$ cat src/rtl/imask_pkg.sv
`timescale 1ns/1ps
package imask_pkg;
  // Which mask port a bus cycle targets
  typedef enum logic [1:0] {
    TGT_NONE = 2'd0,
    TGT_SET  = 2'd1,
    TGT_CLR  = 2'd2
  } tgt_e;
endpackage

$ cat src/rtl/imask_decode.sv
`timescale 1ns/1ps
module imask_decode
  import imask_pkg::*;
#(
  parameter int unsigned ADDR_W = 4,
  parameter logic [ADDR_W-1:0] SET_ADDR = '0,
  parameter logic [ADDR_W-1:0] CLR_ADDR = 4
) (
  input  logic [ADDR_W-1:0] addr,
  input  logic              we,
  input  logic              standby,
  output tgt_e              tgt,
  output logic              set_en,
  output logic              clr_en
);
  logic wr_ok;

  always_comb begin
    if (addr == SET_ADDR)      tgt = TGT_SET;
    else if (addr == CLR_ADDR) tgt = TGT_CLR;
    else                       tgt = TGT_NONE;
  end

  // standby freezes the mask: writes are dropped here
  assign wr_ok  = we & ~standby;
  assign set_en = wr_ok & (tgt == TGT_SET);
  assign clr_en = wr_ok & (tgt == TGT_CLR);
endmodule

$ cat src/rtl/imask_store.sv
`timescale 1ns/1ps
module imask_store #(
  parameter int unsigned IMPL_W = 11,
  parameter logic [IMPL_W-1:0] RESET_MASK = 11'h3FF
) (
  input  logic              clk,
  input  logic              rst,
  input  logic [IMPL_W-1:0] set_bits,
  input  logic [IMPL_W-1:0] clr_bits,
  output logic [IMPL_W-1:0] mask_q
);
  // One flop per lane; a set has priority over a clear on the same lane
  for (genvar i = 0; i < IMPL_W; i++) begin : g_lane
    always_ff @(posedge clk) begin
      if (rst)              mask_q[i] <= RESET_MASK[i];
      else if (set_bits[i]) mask_q[i] <= 1'b1;
      else if (clr_bits[i]) mask_q[i] <= 1'b0;
    end
  end
endmodule

$ cat src/rtl/imask_gate.sv
`timescale 1ns/1ps
module imask_gate #(
  parameter int unsigned DATA_W = 32,
  parameter int unsigned IMPL_W = 11
) (
  input  logic [DATA_W-1:0] raw,
  input  logic [IMPL_W-1:0] mask,
  output logic [DATA_W-1:0] masked,
  output logic              any
);
  logic unused_raw_hi;

  for (genvar i = 0; i < DATA_W; i++) begin : g_bit
    if (i < IMPL_W) begin : g_impl
      assign masked[i] = raw[i] & ~mask[i];
    end else begin : g_tie
      assign masked[i] = 1'b0;
    end
  end

  assign unused_raw_hi = &{1'b0, raw[DATA_W-1:IMPL_W]};
  assign any = |masked[IMPL_W-1:0];
endmodule

$ cat src/rtl/imask_regs.sv
`timescale 1ns/1ps
module imask_regs
  import imask_pkg::*;
#(
  parameter int unsigned DATA_W = 32,
  parameter int unsigned IMPL_W = 11,
  parameter int unsigned ADDR_W = 4,
  parameter logic [ADDR_W-1:0] SET_ADDR = '0,
  parameter logic [ADDR_W-1:0] CLR_ADDR = 4,
  parameter logic [IMPL_W-1:0] RESET_MASK = 11'h3FF
) (
  input  logic              clk,
  input  logic              rst,
  input  logic [ADDR_W-1:0] bus_addr,
  input  logic              bus_we,
  input  logic [DATA_W-1:0] bus_wdata,
  output logic [DATA_W-1:0] bus_rdata,
  input  logic              standby,
  input  logic [DATA_W-1:0] irq_raw,
  output logic [DATA_W-1:0] irq_masked,
  output logic              irq_any
);
  localparam int unsigned HI_W = DATA_W - IMPL_W;

  tgt_e              tgt;
  logic              set_en, clr_en;
  logic [IMPL_W-1:0] set_bits, clr_bits;
  logic [IMPL_W-1:0] mask_q;
  logic              unused_wdata_hi;

  imask_decode #(
    .ADDR_W  (ADDR_W),
    .SET_ADDR(SET_ADDR),
    .CLR_ADDR(CLR_ADDR)
  ) u_decode (
    .addr   (bus_addr),
    .we     (bus_we),
    .standby(standby),
    .tgt    (tgt),
    .set_en (set_en),
    .clr_en (clr_en)
  );

  assign set_bits = set_en ? bus_wdata[IMPL_W-1:0] : '0;
  assign clr_bits = clr_en ? bus_wdata[IMPL_W-1:0] : '0;
  assign unused_wdata_hi = &{1'b0, bus_wdata[DATA_W-1:IMPL_W]};

  imask_store #(
    .IMPL_W    (IMPL_W),
    .RESET_MASK(RESET_MASK)
  ) u_store (
    .clk     (clk),
    .rst     (rst),
    .set_bits(set_bits),
    .clr_bits(clr_bits),
    .mask_q  (mask_q)
  );

  imask_gate #(
    .DATA_W(DATA_W),
    .IMPL_W(IMPL_W)
  ) u_gate (
    .raw   (irq_raw),
    .mask  (mask_q),
    .masked(irq_masked),
    .any   (irq_any)
  );

  // Only the set address reads back the mask; the clear port reads as zero
  always_comb begin
    if (tgt == TGT_SET) bus_rdata = {{HI_W{1'b0}}, mask_q};
    else                bus_rdata = '0;
  end
endmodule

$ cat config.mk
export PLATFORM = sky130hd
export DESIGN_NAME = imask_regs
export DESIGN_NICKNAME = d
export VERILOG_FILES = /design/src/rtl/imask_pkg.sv /design/src/rtl/imask_decode.sv /design/src/rtl/imask_store.sv /design/src/rtl/imask_gate.sv /design/src/rtl/imask_regs.sv
export SDC_FILE = /design/constraint.sdc
export NUM_CORES = 1
export LEC_CHECK = 0
export BUFFER_PORTS_ARGS = -buffer_cell sky130_fd_sc_hd__buf_4
export CORE_MARGIN = 2
export CORE_UTILIZATION = 33
export DETAILED_ROUTE_END_ITERATION = 7
export HOLD_SLACK_MARGIN = 0.08
export PLACE_DENSITY = 0.81
export SLEW_MARGIN = 20
export SYNTH_ARGS = -nofsm -noshare
export SYNTH_HDL_FRONTEND = slang
export SYNTH_HIERARCHICAL = 1
export SYNTH_SLANG_ARGS = --single-unit
$ cat constraint.sdc
create_clock -name clk -period 1.8 [get_ports clk]
set_clock_uncertainty 0.1 [all_clocks]
set_input_delay 0.36 -clock clk [delete_from_list [all_inputs] [get_ports clk]]
set_output_delay 0.36 -clock clk [all_outputs]
set_load 0.02 [all_outputs]
Yosys cells after proc, flatten, opt, wreduce, memory -nomap -nowiden

Index checks and enable logic that the tools add are counted.

Flip-flop bits (word level): 11
Input port bits: 72
Logic and storage cells: 60

Equal/unequal tests: 3
Mux-type cells: 7
Bitwise operators: 26
Reduce and logical (&&, ||, !) cells: 13

Operators with widths:

| cell                                                             | number |
|---|---|
| 11-bit two-way mux                                               | 3 |
| 2-bit OR reduction                                               | 10 |
| 1-bit bitwise AND                                                | 14 |
| 1-bit NOT                                                        | 12 |
| 11-bit OR reduction                                              | 1 |
| 4-bit by 3-bit == test with 1-bit output (second input constant) | 1 |
| 4-bit logical NOT                                                | 1 |
| 2-bit two-way mux                                                | 2 |
| 2-bit by 1-bit == test with 1-bit output (second input constant) | 1 |
| 2-bit == test (second input constant)                            | 1 |
| 1-bit two-way mux                                                | 2 |
| 2-bit nonzero test                                               | 1 |

Longest topological paths before layout

Gate-level depths: netlist (run 1).

Word-level depth: 8
Depth in mapped cells: 6

Modules after synthesis

The synthesis (run 1) kept the hierarchy.

By module, submodules not included:

| module       | times used | cells an instance | area an instance (sq um) | seq. area each (sq um) |
|---|---|---|---|---|
| imask_regs   | 1          | 59                | 422.9                    | 0.0 |
| imask_store  | 1          | 45                | 371.6                    | 220.2 |
| imask_gate   | 1          | 37                | 295.3                    | 0.0 |
| imask_decode | 1          | 4                 | 45.0                     | 0.0 |

Worst setup path after synthesis (run 1)

Ideal clock, no wire load.

Path type: input-to-output
Start: input bus_addr[1]
End: output bus_rdata[0]
Arrival time: 1099 ps
Slack: 241 ps
Stages on the path: 3
Path buffers: 1
Path through: nor4_2 -> buf_2 -> and3b_1

Cells in the longest elaborated chain, start to end: 5
Elaborated cells between the ends (all ways): 6
Those cells by class: eq/ne: 2; mux: 3; reduce/logical: 1

Ends and longest elaborated chain:

| item                                       | line               | text |
|---|---|---|
| start, declared                            | imask_regs.sv:14   | `input logic [ADDR_W-1:0] bus_addr,` |
| 4-bit by 3-bit == test with 1-bit output   | imask_decode.sv:20 | `else if (addr == CLR_ADDR) tgt = TGT_CLR;` |
| 2-bit two-way mux                          | imask_decode.sv:20 |  |
| 2-bit two-way mux *                        | imask_decode.sv:19 | `if (addr == SET_ADDR) tgt = TGT_SET;` |
| 2-bit by 1-bit == test with 1-bit output * | imask_regs.sv:71   | `if (tgt == TGT_SET) bus_rdata = {{HI_W{1'b0}}, mask_q};` |
| 11-bit two-way mux *                       | imask_regs.sv:71   |  |
| end, declared                              | imask_regs.sv:17   | `output logic [DATA_W-1:0] bus_rdata,` |

Every way passes the cells marked *; elsewhere a longest branch is shown, timed or not.

Worst setup path in the final report (run 1)

Start: input bus_addr[3]
End: output bus_rdata[9]

Cells in the longest elaborated chain, start to end: 5
Elaborated cells between the ends (all ways): 6
Those cells by class: eq/ne: 2; mux: 3; reduce/logical: 1

Ends and longest elaborated chain:

| item                                       | line               | text |
|---|---|---|
| 4-bit by 3-bit == test with 1-bit output   | imask_decode.sv:20 |  |
| 2-bit two-way mux                          | imask_decode.sv:20 |  |
| 2-bit two-way mux *                        | imask_decode.sv:19 |  |
| net tgt[1]                                 | imask_regs.sv:25   | `tgt_e tgt;` |
| 2-bit by 1-bit == test with 1-bit output * | imask_regs.sv:71   |  |
| 11-bit two-way mux *                       | imask_regs.sv:71   |  |

The timed path passes the listed nets; every way through them passes the cells marked *.

==> results of run 1 <==
==> cell type report <==
class / instances / area [um2]
Clock buffer: 4 / 26.28
Fill cell: 345 / 1823
Inverter: 11 / 41.29
Multi-Input combinational cell: 116 / 679.4
Sequential cell: 11 / 221.5
Tap cell: 46 / 57.56
Timing Repair Buffer: 59 / 461.7
==> power groups by stage <==
stage          Clock [mW]  Sequential (mW)  Combinational (mW)
6_report            0.171            0.246               0.203
4_1_cts             0.177            0.246               0.195
3_3_place_gp            0            0.252               0.193
5_1_grt             0.183            0.247               0.217
2_1_floorplan           0            0.252               0.195
3_5_place_dp            0            0.252               0.195
==> metal layers <==
layer	up-vias	track usage, %
met3	4	3.063
li1	479	-
met5	-	0
met1	417	12.60
met4	0	7.500
met2	59	21.51
==> timing repair <==
| item | in CTS | in global routing |
|---|---|---|
| gates resized for setup | 0 | 10 |
| setup buffers | 0 | 0 |
| endpoints found under the setup margin | 0 | 6 |
==> synthesized netlist by cell type, drive strengths merged (2+ instances only) <==
library cell | instances | share of area [%]
nor2b | 11 | 8.7
and2 | 22 | 12
and3b | 13 | 10
nor2 | 10 | 3.3
conb | 2 | 0.66
dfxtp | 11 | 19
o21ai | 10 | 4.4
nor4 | 3 | 3.3
inv | 11 | 3.6
buf | 46 | 31
==> critical path, stage by stage <==
cell and delay, ns:
buf_6 0.10, nor4b_4 0.31, buf_4 0.20, and3b_2 0.22
buf_6 0.13
==> kinds of logic (layout without fill, tap and decap cells) <==
| group | count (synthesis) | after routing | share of synthesized area [%] |
|---|---|---|---|
| and+or+nand+nor | 63 | 63 | 40.35 |
| buffers and inverters | 58 | 74 | 34.73 |
| AOI/OAI and AO/OA | 11 | 11 | 4.850 |
| DFF | 11 | 11 | 19.40 |
| other | 2 | 42 | 0.6618 |
==> final timing paths <==
kind	startpoint	to	slack [ns]	cells past startpoint
worst max-delay path	bus_addr[3]	bus_rdata[9]	0.02	5
worst min-delay path	rst	u_store/mask_q[10]$_SDFFE_PP0P_	0.25	2
worst max register to register	u_store/mask_q[10]$_SDFFE_PP0P_	u_store/mask_q[10]$_SDFFE_PP0P_	1.04	2
worst min register to register	u_store/mask_q[3]$_SDFFE_PP1P_	u_store/mask_q[3]$_SDFFE_PP1P_	0.36	2
==> stage by stage <==
stage / std cells / setup WS (ns) / utilization (%)
global placement: 242 / 0.03597 / 43.05
finish: 247 / 0.01766 / 44.94
CTS: 246 / 0.01343 / 43.84
detailed placement: 242 / 0.01694 / 43.05
global route: 247 / -0.004844 / 44.94
floorplan: 185 / 0.2408 / -
==> out/metrics.csv, run 1 <==
metric;value;unit
hpwl dp;2.018;mm
crit end category;primary output;
Skew-Pair Late Insertion Delay;0.27;ns
Hold WS;0.2496;ns
CTS tree;yes;
synthesized instance count;145;
RePlAce Congestion;0.7461;
Nets;274;
Syn Std Cell Area;1135;um2
Final Hold Fails;0;
register share of total power;39.7;%
Starting Density;34.28;%
Die ar.;3924;um2
initial antenna violation count;0;
GRT Total Usage;12.06;%
Post-synth EDFFs;0;
commonest non-fill, non-tap cell in the layout;buf_4;
Top Layer Used;met4;
design area;1488;um2
Top Registers;u_store/mask_q (11);
max FFs per register;11;
Synth warnings;6;
layout cells sized above 1;35.82;%
HP Class;in -> reg;
post-synthesis cell type count;21;
Die Wd;62.64;um
met1 wire length;975;um
CTS max path bufs;2;
Residual DRC;0;
CP Data Arrival Time;1.32;ns
vias in the first global route;863;
Core Area;3311;um2
Startpoint Class;input pin;
Ports;137;
met3 wire len;283;um
Worst EP required;1.34;ns
router iterations before antenna repair;4;
Final Max Tran Viols;0;
Sink Count;11;
status;finished clean;
Sw Pwr;211.3;uW
total global routing overflow;0;
Post-synth top flop;dfxtp_1;
antenna diode count;0;
Net Sw Frac;34.08;%
combinational share of power;32.7;%
Initial DRC Count;11;
pin count of the biggest net entering global routing;13;
final antenna-violating net count;0;
CTS Hold Bufs;0;
port bufs;52;
Pwr Total;620.1;uW
CTS Buf Count;3;
Core Rows;21;
commonest cells after routing, fill and taps aside;54 x buf_4, 42 x conb_1, 22 x and2_1, 12 x and3b_1, 11 x inv_1;
setup violators final;0;
Crit Path Class;in -> out;
Final Routed Wirelength;2.530;mm
Setup TNS;0;ns
H-tree depth;1;
Reg with most FFs;u_store/mask_q;
pwr/cell area;416.8;nW/um2
met2 WL;1.232;mm
sequential element share of the synthesized area;19.40;%
Via density;3.883;
via count;959;
VDD IR max;0.1321;mV
Die Ht;62.64;um
Final min period;1.782;ns
cell leakage power;0.8811;nW
final critical-path share of the clock period;99.02;%
FF+latch count, synth;11;
Critical Path Fanout Max;6;
Max-cap violations;0;
Area after DPL;1425;um2
CTS clk-pin slew, worst paths;0.07;ns
Max Freq;0.5611;GHz
Syn Area/Cell;7.826;um2
wire per inst;10.24;um
clock share of power;27.5;%
Root Buffer;clkbuf_4;
first-pass GRT wire length;3.705;mm
internal power;408.8;uW
Synth async-reset ratio;0;%
Syn-to-layout area delta;31.09;%
(Power assumes the default switching activity.)
==> inputs of run 2 (changes only) <==
- CORE_MARGIN: 2 -> not set
==> out/metrics.csv, run 2 (same netlist as run 1, synthesis figures left out) <==
metric;value;unit;change
status;finished clean;;
setup violators final;0;;unchanged
Residual DRC;0;;unchanged
Starting Density;35.99;%;+1.7 points
Area after DPL;1423;um2;-0.18%
Max Freq;0.5625;GHz;+0.26%
initial antenna violation count;0;;unchanged
max incr delay on CP;0.31;ns;about the same
Root Buffer;clkbuf_4;;
Reg with most FFs;u_store/mask_q;;
worst-path cell chain;buf_8, nor4b_4, buf_4, and3b_2, buf_6;;
CTS max path bufs;2;;unchanged
RSZ-0062 raised after global routing;yes;;
CP Launch Point;bus_addr[3];;
design area;1520;um2;+2.2%
pwr/cell area;409.2;nW/um2;-1.8%
Max-cap violations;0;;unchanged
Worst Min Path Start;rst;;
Hold WS;0.2470;ns;-0.002609 ns
via count;952;;-0.73%
port bufs;52;;unchanged
RePlAce Congestion;0.6824;;-8.5%
total global routing overflow;0;;unchanged
router iterations before antenna repair;3;;-1
Via density;3.886;;about the same
Post-Layout Cell Count;245;;-0.81%
Final Routed Wirelength;2.477;mm;-2.1%
Resize count post-CTS;0;;unchanged
CTS Hold Bufs;0;;unchanged
Die ar.;3677;um2;-6.3%
Nets;274;;unchanged
Ports;137;;unchanged
final critical-path share of the clock period;98.76;%;-0.26 points
CTS clk-pin slew, worst paths;0.07;ns;about the same
worst slack, placed;0.02131;ns;+0.004374 ns
HP Class;in -> reg;;
Final Max Tran Viols;0;;unchanged
Final min period;1.778;ns;-0.004682 ns
max FFs per register;11;;unchanged
Sink Count;11;;unchanged
Crit Reg-Reg Startpoint;u_store/mask_q[10]$_SDFFE_PP0P_;;
Startpoint Class;input pin;;
Final Hold Fails;0;;unchanged
Die Ht;60.64;um;-3.2%
GRT Total Usage;12.04;%;-0.023 points
setup ws final;0.02234;ns;+0.004682 ns
H-tree depth;1;;unchanged
commonest cells after routing, fill and taps aside;49 x buf_4, 42 x conb_1, 22 x and2_1, 12 x and3b_1, 11 x inv_1;;
pin count of the biggest net entering global routing;13;;unchanged
commonest non-fill, non-tap cell in the layout;buf_4;;
Pwr Total;622.1;uW;+0.32%
first-pass GRT wire length;3.146;mm;-15%
Worst EP required;1.34;ns;about the same
Crit Path Class;in -> out;;
setup repair bufs after CTS;0;;unchanged
hpwl dp;1.926;mm;-4.6%
dpl cells;240;;-0.83%
Initial DRC Count;19;;+8
Core Area;3153;um2;-4.8%
CTS Buf Count;3;;unchanged
CTS tree;yes;;
Core Rows;20;;-4.8%
Syn-to-layout area delta;33.96;%;
wire per inst;10.11;um;-1.3%
Top Registers;u_store/mask_q (11);;
Critical Path Fanout Max;6;;unchanged
cell leakage power;0.8915;nW;+1.2%
layout cells sized above 1;37.31;%;+1.5 points
final antenna-violating net count;0;;unchanged
crit end category;primary output;;
antenna diode count;0;;unchanged
Skew-Pair Late Insertion Delay;0.26;ns;about the same
Die Wd;60.64;um;-3.2%
vias in the first global route;742;;-14%
CP Data Arrival Time;1.32;ns;about the same
slowest stage cell, crit path;nor4b_4;;
VDD IR max;0.1303;mV;-1.4%
-- run 2: power by group --
group	switching, mW	internal, mW
registers	0.00157	0.245
clock network	0.0845	0.0856
logic	0.125	0.0806
-- run 2: final timing paths --
path / cells after the start / endpoint / slack (ns)
worst max-delay path: 5 / bus_rdata[9] / 0.02
worst min register to register: 2 / u_store/mask_q[8]$_SDFFE_PP1P_ / 0.37
worst max register to register: 2 / u_store/mask_q[10]$_SDFFE_PP0P_ / 1.08
worst min-delay path: 2 / u_store/mask_q[10]$_SDFFE_PP0P_ / 0.25
-- run 2: metal layers --
| layer | vias to the layer above | share of wire, % | GRT usage, % |
|---|---|---|---|
| met2 | 49 | 54 | 21.04 |
| met5 | - | 0 | 0 |
| met1 | 420 | 38 | 13.42 |
| met4 | 0 | 0.97 | 6.818 |
| li1 | 481 | - | - |
| met3 | 2 | 6.9 | 2.772 |
-- run 2: area by class of cell --
| type | count | area (um2) |
|---|---|---|
| repair buffers | 59 | 484.2 |
| multi-input cells | 116 | 688.2 |
| clock buffers | 4 | 26.28 |
| flip-flops and latches | 11 | 225.2 |
| well taps | 44 | 55.05 |
| fillers | 334 | 1633 |
| inverters | 11 | 41.29 |
-- run 2: per-stage QoR --
step | utilization, % | TNS, ns
global route | 48.21 | -0.07838
detailed placement | 45.12 | 0
finish | 48.21 | 0
floorplan | - | 0
CTS | 45.95 | 0
global placement | 45.12 | 0
-- run 2: worst max-delay path, delay by kind of cell --
kind | cells | cell delay [ns]
buffers and inverters | 3 | 0.43
AND/OR/NAND/NOR | 2 | 0.52
==> inputs of run 3 (changes only) <==
- CORE_ASPECT_RATIO: not set -> 2
==> out/metrics.csv, run 3 (same netlist as run 1, synthesis figures left out) <==
metric;value;unit;change
status;finished with violations;;
violated checks;DRC;;
Crit Path Class;in -> out;;
Max-cap violations;0;;unchanged
Sw Pwr;216.0;uW;+2.4%
Final Hold Fails;0;;unchanged
GRT Total Usage;12.53;%;+0.49 points
hpwl dp;1.975;mm;+2.5%
slowest stage cell, crit path;nor4b_4;;
worst slack, placed;-0.02438;ns;-0.04569 ns
Post-Layout Cell Count;229;;-6.5%
Initial DRC Count;29;;+10
Syn-to-layout area delta;32.74;%;
CTS Buf Count;3;;unchanged
Buf/Inv on CP;3;;unchanged
initial antenna violation count;0;;unchanged
worst-path cell chain;buf_8, nor4b_4, buf_4, and3b_2, buf_6;;
internal power;482.8;uW;+17%
Core Rows;29;;+45%
commonest cells after routing, fill and taps aside;43 x buf_4, 42 x conb_1, 22 x and2_1, 12 x and3b_1, 12 x buf_6;;
Core Util, Final;46.65;%;-1.6 points
Critical Path Fanout Max;6;;unchanged
antenna diode count;0;;unchanged
clock share of power;34.8;%;+7.4 points
setup ws final;0.01525;ns;-0.007090 ns
pwr/cell area;463.9;nW/um2;+13%
register share of total power;35.4;%;-4.2 points
Final min period;1.785;ns;+0.007090 ns
max FFs per register;11;;unchanged
Root Buffer;clkbuf_8;;
Die Ht;84.93;um;+40%
Skew-Pair Late Insertion Delay;0.23;ns;-0.03 ns
VDD IR max;0.2387;mV;+83%
commonest non-fill, non-tap cell in the layout;buf_4;;
final critical-path share of the clock period;99.15;%;+0.39 points
HP Class;in -> reg;;
Residual DRC;18;;+18
setup repair bufs after CTS;0;;unchanged
Reg with most FFs;u_store/mask_q;;
Net Sw Frac;30.91;%;-3.0 points
RePlAce Congestion;0.6854;;+0.44%
CP Data Arrival Time;1.32;ns;about the same
port bufs;52;;unchanged
Starting Density;35.14;%;-0.85 points
H-tree depth;1;;unchanged
router iterations before antenna repair;6;;+3
delay-heaviest family, CP;simple AND/OR/NAND/NOR gates;;
crit end category;primary output;;
CTS tree;yes;;
Startpoint Class;input pin;;
Core Area;3229;um2;+2.4%
layout cells sized above 1;34.34;%;-3.0 points
Max Freq;0.5603;GHz;-0.40%
Hold WS;0.2874;ns;+0.04038 ns
dpl cells;224;;-6.7%
total global routing overflow;0;;unchanged
Final Routed Wirelength;2.505;mm;+1.1%
wire per inst;10.94;um;+8.2%
Crit path depth;5;;unchanged
Die Wd;43.47;um;-28%
first-pass GRT wire length;3.498;mm;+11%
Worst EP required;1.34;ns;about the same
Final Max Tran Viols;0;;unchanged
Top Registers;u_store/mask_q (11);;
CTS clk-pin slew, worst paths;0.05;ns;-0.02 ns
final antenna-violating net count;0;;unchanged
Ports;137;;unchanged
vias in the first global route;818;;+10%
Reg2Reg Depth;2;;unchanged
CTS max path bufs;2;;unchanged
Die ar.;3691;um2;+0.39%
setup violators final;0;;unchanged
Sink Count;11;;unchanged
pin count of the biggest net entering global routing;13;;unchanged
Pwr Total;698.8;uW;+12%
RSZ-0062 raised after global routing;yes;;
combinational share of power;29.8;%;-3.2 points
cell leakage power;0.8835;nW;-0.90%
via count;954;;+0.21%
Via density;4.166;;+7.2%
Nets;271;;-1.1%
Worst Hold Depth;2;;unchanged
max incr delay on CP;0.32;ns;about the same
## run 3: stage by stage
step	TNS, ns	area (um2)
final	0	1506
after CTS	0	1429
after global placement	0	1384
after global routing	-0.1156	1506
after detailed placement	-0.02438	1384
after floorplan	0	1285
## run 3: worst paths after layout
kind	to	from	slack, ns
worst max-delay path	bus_rdata[9]	bus_addr[3]	0.02
worst min-delay path	u_store/mask_q[10]$_SDFFE_PP0P_	rst	0.29
worst max register to register	u_store/mask_q[10]$_SDFFE_PP0P_	u_store/mask_q[10]$_SDFFE_PP0P_	1.01
worst min register to register	u_store/mask_q[3]$_SDFFE_PP1P_	u_store/mask_q[3]$_SDFFE_PP1P_	0.37
## run 3: layout make-up
class,instances,area [um2]
clock buffers,4,45.04
fillers,338,1723
inverters,11,41.29
multi-input cells,116,688.2
flip-flops and latches,11,220.2
well taps,31,38.79
repair buffers,56,473.0
## run 3: metal layers
layer / part of all wire (%) / vias up / GRT usage (%)
met3: 9.2 / 2 / 2.340
met5: 0 / - / 0
met1: 32 / 412 / 12.03
met4: 1.4 / 0 / 6.818
met2: 58 / 64 / 23.55
li1: - / 476 / -
## run 3: timing repair
item,4_1_cts,5_1_grt
gates resized for setup,0,18
hold buffers,0,0
setup endpoints to repair,0,12
## run 3: worst register-to-register path: stages (launching register included)
cell and delay, ns:
dfxtp_1 0.41, nand2b_1 0.08, a21oi_1 0.13
## run 3: power by group through the flow
| stage | registers, mW | logic (mW) | clock network (mW) |
|---|---|---|---|
| 6_report | 0.247 | 0.208 | 0.243 |
| 5_1_grt | 0.247 | 0.221 | 0.263 |
| 4_1_cts | 0.247 | 0.195 | 0.247 |
| 3_5_place_dp | 0.252 | 0.195 | 0 |
| 3_3_place_gp | 0.252 | 0.191 | 0 |
| 2_1_floorplan | 0.252 | 0.195 | 0 |
